[src/rtl/dvet_pkg.sv]
package dvet_pkg;

    localparam int WORD_W     = 32;
    localparam int DESC_WORDS = 16;
    localparam int IDX_W      = $clog2(DESC_WORDS);

    localparam int POS_CTRL = 0;
    localparam int POS_XFER = 2;
    localparam int POS_GEOM = 3;
    localparam int POS_TSHI = 5;
    localparam int POS_SUM  = DESC_WORDS - 1;

    localparam logic [7:0] MARKER = 8'hA5;

    // control word bit positions
    localparam int CB_DONE_IRQ = 8;
    localparam int CB_WRBACK   = 9;
    localparam int CB_IGN_DONE = 10;
    localparam int CB_BURST    = 11;
    localparam int CB_FRAG     = 18;
    localparam int CB_LAST     = 19;
    localparam int CB_SUM_EN   = 20;
    localparam int CB_LAST_FRM = 21;
    localparam int TS_DONE_BIT = 31;

    // status word bit positions
    localparam int SB_BURST    = 4;
    localparam int SB_FRAG     = 5;
    localparam int SB_SUM_EN   = 6;
    localparam int SB_LAST     = 7;
    localparam int SB_LAST_FRM = 8;
    localparam int SB_IGN_DONE = 9;
    localparam int SB_DONE     = 10;
    localparam int SB_WRBACK   = 11;
    localparam int SB_DONE_IRQ = 12;
    localparam int SB_MARK_LSB = 13;

    localparam int LSIZE_W      = 18;
    localparam int STRIDE_RAW_W = WORD_W - LSIZE_W;
    localparam int STRIDE_SHIFT = 4;
    localparam int STRIDE_W     = STRIDE_RAW_W + STRIDE_SHIFT;

    typedef enum logic [1:0] {
        VD_OK       = 2'd0,
        VD_MARKER   = 2'd1,
        VD_CHECKSUM = 2'd2,
        VD_STALE    = 2'd3
    } verdict_t;

    typedef struct packed {
        logic done_irq;
        logic wrback;
        logic ign_done;
        logic burst;
        logic frag;
        logic last;
        logic sum_en;
        logic last_frm;
    } ctl_flags_t;

    typedef struct packed {
        logic [7:0]        mark;
        ctl_flags_t        ctl;
        logic [WORD_W-1:0] xfer;
        logic [WORD_W-1:0] geom;
        logic              ts_done;
    } fields_t;

    typedef struct packed {
        verdict_t              verdict;
        logic [WORD_W-1:0]     status;
        logic [LSIZE_W-1:0]    line_size;
        logic [STRIDE_W-1:0]   stride;
        logic [WORD_W-1:0]     xfer;
    } result_t;

    function automatic ctl_flags_t split_ctl(input logic [WORD_W-1:0] w);
        ctl_flags_t c;
        c.done_irq = w[CB_DONE_IRQ];
        c.wrback   = w[CB_WRBACK];
        c.ign_done = w[CB_IGN_DONE];
        c.burst    = w[CB_BURST];
        c.frag     = w[CB_FRAG];
        c.last     = w[CB_LAST];
        c.sum_en   = w[CB_SUM_EN];
        c.last_frm = w[CB_LAST_FRM];
        return c;
    endfunction

    function automatic verdict_t judge(input fields_t f,
                                       input logic [WORD_W-1:0] sum,
                                       input logic [WORD_W-1:0] chk);
        if (f.mark != MARKER)            return VD_MARKER;
        if (f.ctl.sum_en && sum != chk)  return VD_CHECKSUM;
        if (f.ts_done && !f.ctl.ign_done) return VD_STALE;
        return VD_OK;
    endfunction

    function automatic logic [WORD_W-1:0] pack_status(input fields_t f);
        logic [WORD_W-1:0] s;
        s = '0;
        s[SB_MARK_LSB +: 8] = f.mark;
        s[SB_BURST]    = f.ctl.burst;
        s[SB_FRAG]     = f.ctl.frag;
        s[SB_SUM_EN]   = f.ctl.sum_en;
        s[SB_LAST]     = f.ctl.last;
        s[SB_LAST_FRM] = f.ctl.last_frm;
        s[SB_IGN_DONE] = f.ctl.ign_done;
        s[SB_DONE]     = f.ts_done;
        s[SB_WRBACK]   = f.ctl.wrback;
        s[SB_DONE_IRQ] = f.ctl.done_irq;
        return s;
    endfunction

endpackage

[src/rtl/dvet_word_track.sv]
module dvet_word_track
    import dvet_pkg::*;
(
    input  logic             clk,
    input  logic             rst,
    input  logic             valid_i,
    input  logic             first_i,
    output logic             take_o,
    output logic [IDX_W-1:0] idx_o,
    output logic             last_o
);
    logic             open_q;
    logic [IDX_W-1:0] next_q;

    assign take_o = valid_i && (first_i || open_q);
    assign idx_o  = first_i ? '0 : next_q;
    assign last_o = take_o && (idx_o == IDX_W'(POS_SUM));

    always_ff @(posedge clk) begin
        if (rst) begin
            open_q <= 1'b0;
            next_q <= '0;
        end else if (take_o) begin
            open_q <= !last_o;
            next_q <= idx_o + 1'b1;
        end
    end
endmodule

[src/rtl/dvet_sum_acc.sv]
module dvet_sum_acc
    import dvet_pkg::*;
(
    input  logic              clk,
    input  logic              rst,
    input  logic              take_i,
    input  logic              first_i,
    input  logic [WORD_W-1:0] data_i,
    output logic [WORD_W-1:0] sum_o
);
    always_ff @(posedge clk) begin
        if (rst)
            sum_o <= '0;
        else if (take_i)
            sum_o <= first_i ? data_i : sum_o + data_i;
    end
endmodule

[src/rtl/dvet_field_latch.sv]
module dvet_field_latch
    import dvet_pkg::*;
(
    input  logic              clk,
    input  logic              rst,
    input  logic              take_i,
    input  logic [IDX_W-1:0]  idx_i,
    input  logic [WORD_W-1:0] data_i,
    output fields_t           fields_o
);
    always_ff @(posedge clk) begin
        if (rst) begin
            fields_o <= '0;
        end else if (take_i) begin
            case (idx_i)
                IDX_W'(POS_CTRL): begin
                    fields_o.mark <= data_i[7:0];
                    fields_o.ctl  <= split_ctl(data_i);
                end
                IDX_W'(POS_XFER): fields_o.xfer    <= data_i;
                IDX_W'(POS_GEOM): fields_o.geom    <= data_i;
                IDX_W'(POS_TSHI): fields_o.ts_done <= data_i[TS_DONE_BIT];
                default: ;
            endcase
        end
    end
endmodule

[src/rtl/desc_vetter.sv]
module desc_vetter
    import dvet_pkg::*;
(
    input  logic                clk,
    input  logic                rst,
    input  logic                wd_valid_i,
    input  logic                wd_first_i,
    input  logic [WORD_W-1:0]   wd_data_i,
    output logic                res_valid_o,
    output logic [1:0]          verdict_o,
    output logic [WORD_W-1:0]   status_o,
    output logic [LSIZE_W-1:0]  line_size_o,
    output logic [STRIDE_W-1:0] line_stride_o,
    output logic [WORD_W-1:0]   xfer_size_o
);
    logic              take;
    logic [IDX_W-1:0]  idx;
    logic              last;
    logic [WORD_W-1:0] sum;
    fields_t           fields;
    result_t           res_q;
    logic              res_valid_q;

    dvet_word_track u_track (
        .clk     (clk),
        .rst     (rst),
        .valid_i (wd_valid_i),
        .first_i (wd_first_i),
        .take_o  (take),
        .idx_o   (idx),
        .last_o  (last)
    );

    dvet_sum_acc u_sum (
        .clk     (clk),
        .rst     (rst),
        .take_i  (take),
        .first_i (wd_first_i),
        .data_i  (wd_data_i),
        .sum_o   (sum)
    );

    dvet_field_latch u_fields (
        .clk      (clk),
        .rst      (rst),
        .take_i   (take),
        .idx_i    (idx),
        .data_i   (wd_data_i),
        .fields_o (fields)
    );

    // word 15 is still on the bus when the last word is taken;
    // sum holds words 0..14 at that moment
    always_ff @(posedge clk) begin
        if (rst) begin
            res_q       <= '0;
            res_valid_q <= 1'b0;
        end else begin
            res_valid_q <= last;
            if (last) begin
                res_q.verdict   <= judge(fields, sum, wd_data_i);
                res_q.status    <= pack_status(fields);
                res_q.line_size <= fields.geom[LSIZE_W-1:0];
                res_q.stride    <= {fields.geom[WORD_W-1:LSIZE_W], {STRIDE_SHIFT{1'b0}}};
                res_q.xfer      <= fields.xfer;
            end
        end
    end

    assign res_valid_o   = res_valid_q;
    assign verdict_o     = res_q.verdict;
    assign status_o      = res_q.status;
    assign line_size_o   = res_q.line_size;
    assign line_stride_o = res_q.stride;
    assign xfer_size_o   = res_q.xfer;
endmodule

[config.mk]
export PLATFORM = sky130hd
export DESIGN_NAME = desc_vetter
export DESIGN_NICKNAME = d
export VERILOG_FILES = /design/src/rtl/dvet_pkg.sv /design/src/rtl/dvet_word_track.sv /design/src/rtl/dvet_sum_acc.sv /design/src/rtl/dvet_field_latch.sv /design/src/rtl/desc_vetter.sv
export SDC_FILE = /design/constraint.sdc
export NUM_CORES = 1
export LEC_CHECK = 0
export BUFFER_PORTS_ARGS = -buffer_cell sky130_fd_sc_hd__clkbuf_2
export CAP_MARGIN = 20
export CORE_MARGIN = 4
export CORE_UTILIZATION = 56
export DETAILED_ROUTE_END_ITERATION = 16
export PLACE_DENSITY = 0.9
export SKIP_LAST_GASP = 1
export SYNTH_ARGS = -nofsm -noshare
export SYNTH_HDL_FRONTEND = slang
export SYNTH_SLANG_ARGS = --single-unit
[constraint.sdc]
create_clock -name clk -period 2.95 [get_ports clk]
set_clock_uncertainty 0.15 [all_clocks]
set_input_delay 0 -clock clk [delete_from_list [all_inputs] [get_ports clk]]
set_output_delay 0 -clock clk [all_outputs]
set_load 0.005 [all_outputs]
==> impl_metrics.ini, run 1 <==
[pwr]
total_power_w = 0.00636
ir_drop_v = 0.000408
leakage_nw = 4.33
p_per_area_nw_per_um2 = 576

[final_layout]
drive_above_1_share = 0.159
diodes = 0
syn_to_final_growth_pct = 19.1
final-instance-count-excl-fill = 1541
fillCellCount = 1179
nets = 1383

[global_route]
grt_max_degree = 108
grt_use_total = 0.275
grt_pass1_vias = 8489
grt_first_pass_wirelength_mm = 42.3
globalRouteOverflowTotal = 0
antenna_found_initial = 0

[place]
dp_hpwl_mm = 17.0
dpl_worst_slack_ns = -0.0144
place_inst = 1466
port_buffers = 119
gp_congestion = 0.897

[floorplan]
die_h_um = 137
io_pins = 139
core-area_um2 = 16100
die_w_um = 137
start_util = 0.577
die-area_um2 = 18700
num_rows = 46

[synth]
synth.avg_cell_area_um2 = 7.79
ys_ff_latch = 202
ys_warn_count = 0
synth_cell_types = 60
synthesis.area_um2 = 9270
async_flop_share = 0
synthCells = 1191
synth_edf_count = 0
synth_ff_type = dfxtp_1
yosysSeqAreaShare = 0.436

[worst_setup_path]
cp_common_cell = o21ai_2
critical_path_class = reg -> reg
critical_path.max_stage_delay_ns = 0.40
worst-path-buf-inv = 0
path_cells = ha_4, fa_2, a21oi_2, o21ai_2, a21o_1, a31o_4, a31oi_4, o21ai_2, a221oi_2, xor2_1, a211oi_2
path_delay_family = compound AO/OA/AOI/OAI gates
path_max_fanout = 4
end_kind = register
critPathLaunchType = register
required_ns = 3.14
arrival_ns = 3.11
worst_path_max_delay_cell = fa_2

[timing]
timing.final.hold_violations = 0
setup_viol = 0
final.setup.worst_slack_ns = 0.0273
max_freq_mhz = 342
whs_ns = 0.204
rsz0062_at_grt = true
fin_tns_setup_ns = 0
fin_crit_ns = 2.92
slew_headroom = 0.443
post-route-period-util = 0.991
worst_pin_slew_ns = 0.835
drv_slew = 0

[detailed_routing]
finalWirelength_mm = 27.2
via_per_inst = 5.93
dr.pass1.iters = 6
drc = 0
vias = 9138
ant_nets = 0
avgRoutedWirePerCell_um = 17.7
first_iter_violations = 1003

[clocking]
clkLatencyLatePin_ns = 0.51
htree_levels = 1
numCtsBuffers = 20
clock_sinks = 202
clk_pin_slew_ns = 0.07
clk_path_buf_depth = 3
clock-root-buffer = clkbuf_16
cts_tree = yes

[run_status]
status = finished, final reports clean

[job]
max-cap-violations = 0

[min_path]
hold_class = in -> reg
[flip-flops by register name, indices dropped and copies added, names as in the netlist]
register           count
line_stride_o         14
u_fields.fields_o     81
u_sum.sum_o           32
verdict_o              2
status_o              17
res_valid_o            1
xfer_size_o           32
u_track.next_q         4
u_track.open_q         1
line_size_o           18
[layout make-up]
cell class | instances | area, um^2 | area share
clock inverter | 7 | 105 | 0.00952
inverter | 9 | 33.8 | 0.00306
sequential | 202 | 4050 | 0.366
clock buffer | 29 | 594 | 0.0538
timing repair buffer | 182 | 1190 | 0.108
tap | 216 | 270 | 0.0245
multi-input combinational | 896 | 4800 | 0.435
[synth_stat cells (all sizes together) (7+ instances only)]
cell,instances,share of area
nand2,365,0.15
a21oi,205,0.11
dfxtp,202,0.44
clkbuf,66,0.032
nor2,55,0.023
buf,36,0.024
ha,35,0.047
o21ai,34,0.018
xnor2,18,0.017
a21o,17,0.014
a211oi,16,0.013
o211ai,16,0.014
a31oi,13,0.012
xor2,11,0.010
inv,9,0.0036
nor3,9,0.0049
nor4,9,0.0061
mux2i,7,0.0076
nand3,7,0.0038
[worst register-to-register path: stages (launching register included)]
cell and delay (ns):
dfxtp_2 0.34, ha_4 0.18, fa_2 0.40, a21oi_2 0.21, o21ai_2 0.10, a21o_1 0.23, a31o_4 0.28, a31oi_4 0.20
o21ai_2 0.09, a221oi_2 0.30, xor2_1 0.21, a211oi_2 0.09
[logic make-up after synthesis]
group,Yosys count,share of synthesized area
mux,7,0.00756
fa+ha+maj,36,0.0494
simple gates,480,0.213
xor+xnor,29,0.0274
buf+inv,111,0.0595
flops,202,0.436
other cells,1,0.000404
compound gates,325,0.207
[placed cells by master (no fill, tap or decap), drive strengths merged, types with 17 or more instances in the layout]
master / instances
nand2: 365
a21oi: 205
dfxtp: 202
clkbuf: 147
nor2: 55
dlygate4sd3: 35
ha: 35
o21ai: 34
buf: 29
conb: 19
xnor2: 18
a21o: 17
[where the power goes]
| part | switching, W | internal [W] | total [W] | leakage, nW |
|---|---|---|---|---|
| Combinational | 0.000533 | 0.000333 | 0.000866 | 2.35 |
| Sequential | 0.0000373 | 0.00278 | 0.00282 | 1.64 |
| Clock | 0.00108 | 0.00159 | 0.00267 | 0.342 |
| Total | 0.00165 | 0.00470 | 0.00636 | 4.33 |
[timing repair]
| action | CTS | global route |
|---|---|---|
| setup buffers | 0 | 4 |
| hold buffers | 35 | 0 |
| gates resized for setup | 3 | 9 |
| endpoints found under the setup margin | 3 | 6 |
| gates cloned | 0 | 0 |
| pin swaps | 1 | 9 |
| hold endpoints to repair | 175 | 0 |
[layer usage]
layer	GRT usage	part of all wire	vias up
met5	0	0	-
met4	0.123	0.047	0
met3	0.0357	0.099	133
met2	0.448	0.47	575
met1	0.367	0.38	4187
li1	-	-	4243
[path summary, 6_finish.rpt]
check / slack (ns) / endpoint / cells past startpoint / startpoint
setup reg to reg: 0.03 / u_sum.sum_o[30]$_SDFFE_PP0P_ / 11 / u_sum.sum_o[0]$_SDFFE_PP0P_
setup / recovery: 0.03 / u_sum.sum_o[30]$_SDFFE_PP0P_ / 11 / u_sum.sum_o[0]$_SDFFE_PP0P_
hold / removal: 0.20 / u_fields.fields_o[13]$_SDFFE_PP0P_ / 4 / wd_data_i[12]
hold reg to reg: 0.30 / xfer_size_o[14]$_SDFFE_PP0P_ / 2 / u_fields.fields_o[47]$_SDFFE_PP0P_
[metrics by stage]
step                      instance area (um^2)   util
after floorplan                           9340      -
after detailed placement                  9900  0.617
final                                    11000  0.688
after global placement                    9900  0.617
after global routing                     11000  0.688
after CTS                                11000  0.683
No activity file was read; power rests on OpenSTA's default activity.
==> run 2: changes to the inputs <==
--- a/config.mk
+++ b/config.mk
@@ -7,7 +7,7 @@
 export LEC_CHECK = 0
 export BUFFER_PORTS_ARGS = -buffer_cell sky130_fd_sc_hd__clkbuf_2
 export CAP_MARGIN = 20
-export CORE_MARGIN = 4
+export CORE_MARGIN = 1.5
 export CORE_UTILIZATION = 56
 export DETAILED_ROUTE_END_ITERATION = 16
 export PLACE_DENSITY = 0.9
==> impl_metrics.ini, run 2 (synthesized netlist as in run 1, its figures left out) <==
[pwr]
p_clk_frac = 0.414
leakage_nw = 4.31
p_per_area_nw_per_um2 = 565
ir_drop_v = 0.000415
p_seq_frac = 0.453
total_power_w = 0.00621
switching_share = 0.257
power_frac_comb = 0.133
p_int_w = 0.00462
netSwitchingPower_w = 0.00160

[floorplan]
die-area_um2 = 17300
io_pins = 139
die_h_um = 132
num_rows = 46
start_util = 0.577
core-area_um2 = 16100
die_w_um = 132

[clocking]
clock-root-buffer = clkbuf_16
clkLatencyLatePin_ns = 0.50
htree_levels = 1
clk_path_buf_depth = 3
numCtsBuffers = 20
cts_tree = yes
clk_pin_slew_ns = 0.06
clock_sinks = 202

[global_route]
grt_first_pass_wirelength_mm = 40.2
grt_use_total = 0.278
antenna_found_initial = 1
grt_max_degree = 110
grt_pass1_vias = 8320
globalRouteOverflowTotal = 0

[timing]
drv_slew = 0
fin_crit_ns = 2.86
post-route-period-util = 0.971
whs_ns = 0.209
slew_headroom = 0.474
setup_viol = 0
timing.final.hold_violations = 0
worst_pin_slew_ns = 0.788
max_freq_mhz = 349
fin_tns_setup_ns = 0

[final_layout]
nets = 1381
largest_register_ffs = 81
stdcell_area_um2 = 11000
syn_to_final_growth_pct = 18.6
fillCellCount = 1190
drive_above_1_share = 0.151
layout_common_cells = nand2_1, a21oi_1, dfxtp_1
regMostFlops = u_fields.fields_o
final_common_cell = nand2_1

[run_status]
status = finished, final reports clean

[detailed_routing]
avgRoutedWirePerCell_um = 16.4
dr.pass1.iters = 5
ant_nets = 0
via_per_inst = 5.78
vias = 8903
first_iter_violations = 754
finalWirelength_mm = 25.2
drc = 0

[worst_setup_path]
critPathLaunchType = register
arrival_ns = 3.08
end_kind = register
path_max_fanout = 3
required_ns = 3.16
critical_path_class = reg -> reg

[place]
port_buffers = 119
dp_hpwl_mm = 16.2
post_dp_cell_area_um2 = 9900
gp_congestion = 0.913

[min_path]
hold_class = in -> reg

[job]
max-cap-violations = 0
run 2: layer usage:
| metal | wire length (um) | share of wire | up-vias | global-route usage |
|---|---|---|---|---|
| li1 | - | - | 4230 | - |
| met1 | 10200 | 0.40 | 4142 | 0.360 |
| met2 | 11900 | 0.47 | 433 | 0.456 |
| met3 | 2110 | 0.084 | 98 | 0.0428 |
| met4 | 981 | 0.039 | 0 | 0.127 |
| met5 | 0 | 0 | - | 0 |
run 2: worst paths after layout:
path                                      startpoint                            endpoint  slack (ns)  depth (start not counted)
setup reg to reg         u_sum.sum_o[0]$_SDFFE_PP0P_        u_sum.sum_o[28]$_SDFFE_PP0P_        0.09                         11
setup / recovery         u_sum.sum_o[0]$_SDFFE_PP0P_        u_sum.sum_o[28]$_SDFFE_PP0P_        0.09                         11
hold reg to reg   u_fields.fields_o[26]$_SDFFE_PP0P_      line_stride_o[11]$_SDFFE_PP0P_        0.30                          2
hold / removal                         wd_data_i[25]  u_fields.fields_o[26]$_SDFFE_PP0P_        0.21                          4
run 2: power by group through the flow:
stage | combinational [W] | clock (W) | sequential, W
after global routing | 0.000898 | 0.00270 | 0.00282
after CTS | 0.000789 | 0.00258 | 0.00282
final | 0.000826 | 0.00257 | 0.00282
after detailed placement | 0.000742 | 0 | 0.00288
after global placement | 0.000728 | 0 | 0.00287
after floorplan | 0.000590 | 0 | 0.00287
run 2: critical path, stage by stage (launching register included):
cell	delay, ns
dfxtp_1	0.32
ha_2	0.20
fa_2	0.38
a21oi_2	0.17
o21ai_1	0.11
a21o_1	0.22
a31oi_1	0.25
o21bai_1	0.19
a31oi_2	0.25
o32ai_1	0.13
nor4b_1	0.28
nor4_1	0.08
run 2: cell type report:
type | instances | area, um^2 | share of cell area
Inverter | 9 | 33.8 | 0.00307
Tap cell | 216 | 270 | 0.0246
Clock inverter | 8 | 108 | 0.00978
Timing Repair Buffer | 180 | 1210 | 0.110
Clock buffer | 27 | 557 | 0.0506
Sequential cell | 202 | 4040 | 0.368
Multi-Input combinational cell | 896 | 4770 | 0.434
Antenna cell | 1 | 2.50 | 0.000228
run 2: through the flow:
step | std cells | worst slack, ns | utilization
3_3_place_gp | 1461 | 0.0259 | 0.615
5_1_grt | 1539 | -0.000141 | 0.685
4_1_cts | 1534 | 0.00642 | 0.682
3_5_place_dp | 1462 | -0.0134 | 0.617
6_report | 1539 | 0.0868 | 0.685
2_1_floorplan | 1209 | 0.238 | -
run 2: what timing repair did:
item / in CTS / in global routing
pin swaps: 0 / 8
hold endpoints to repair: 159 / 0
hold buffers: 37 / 0
gates resized for setup: 2 / 4
buffers inserted: 0 / 4
gates cloned: 0 / 0
endpoints found under the setup margin: 2 / 4
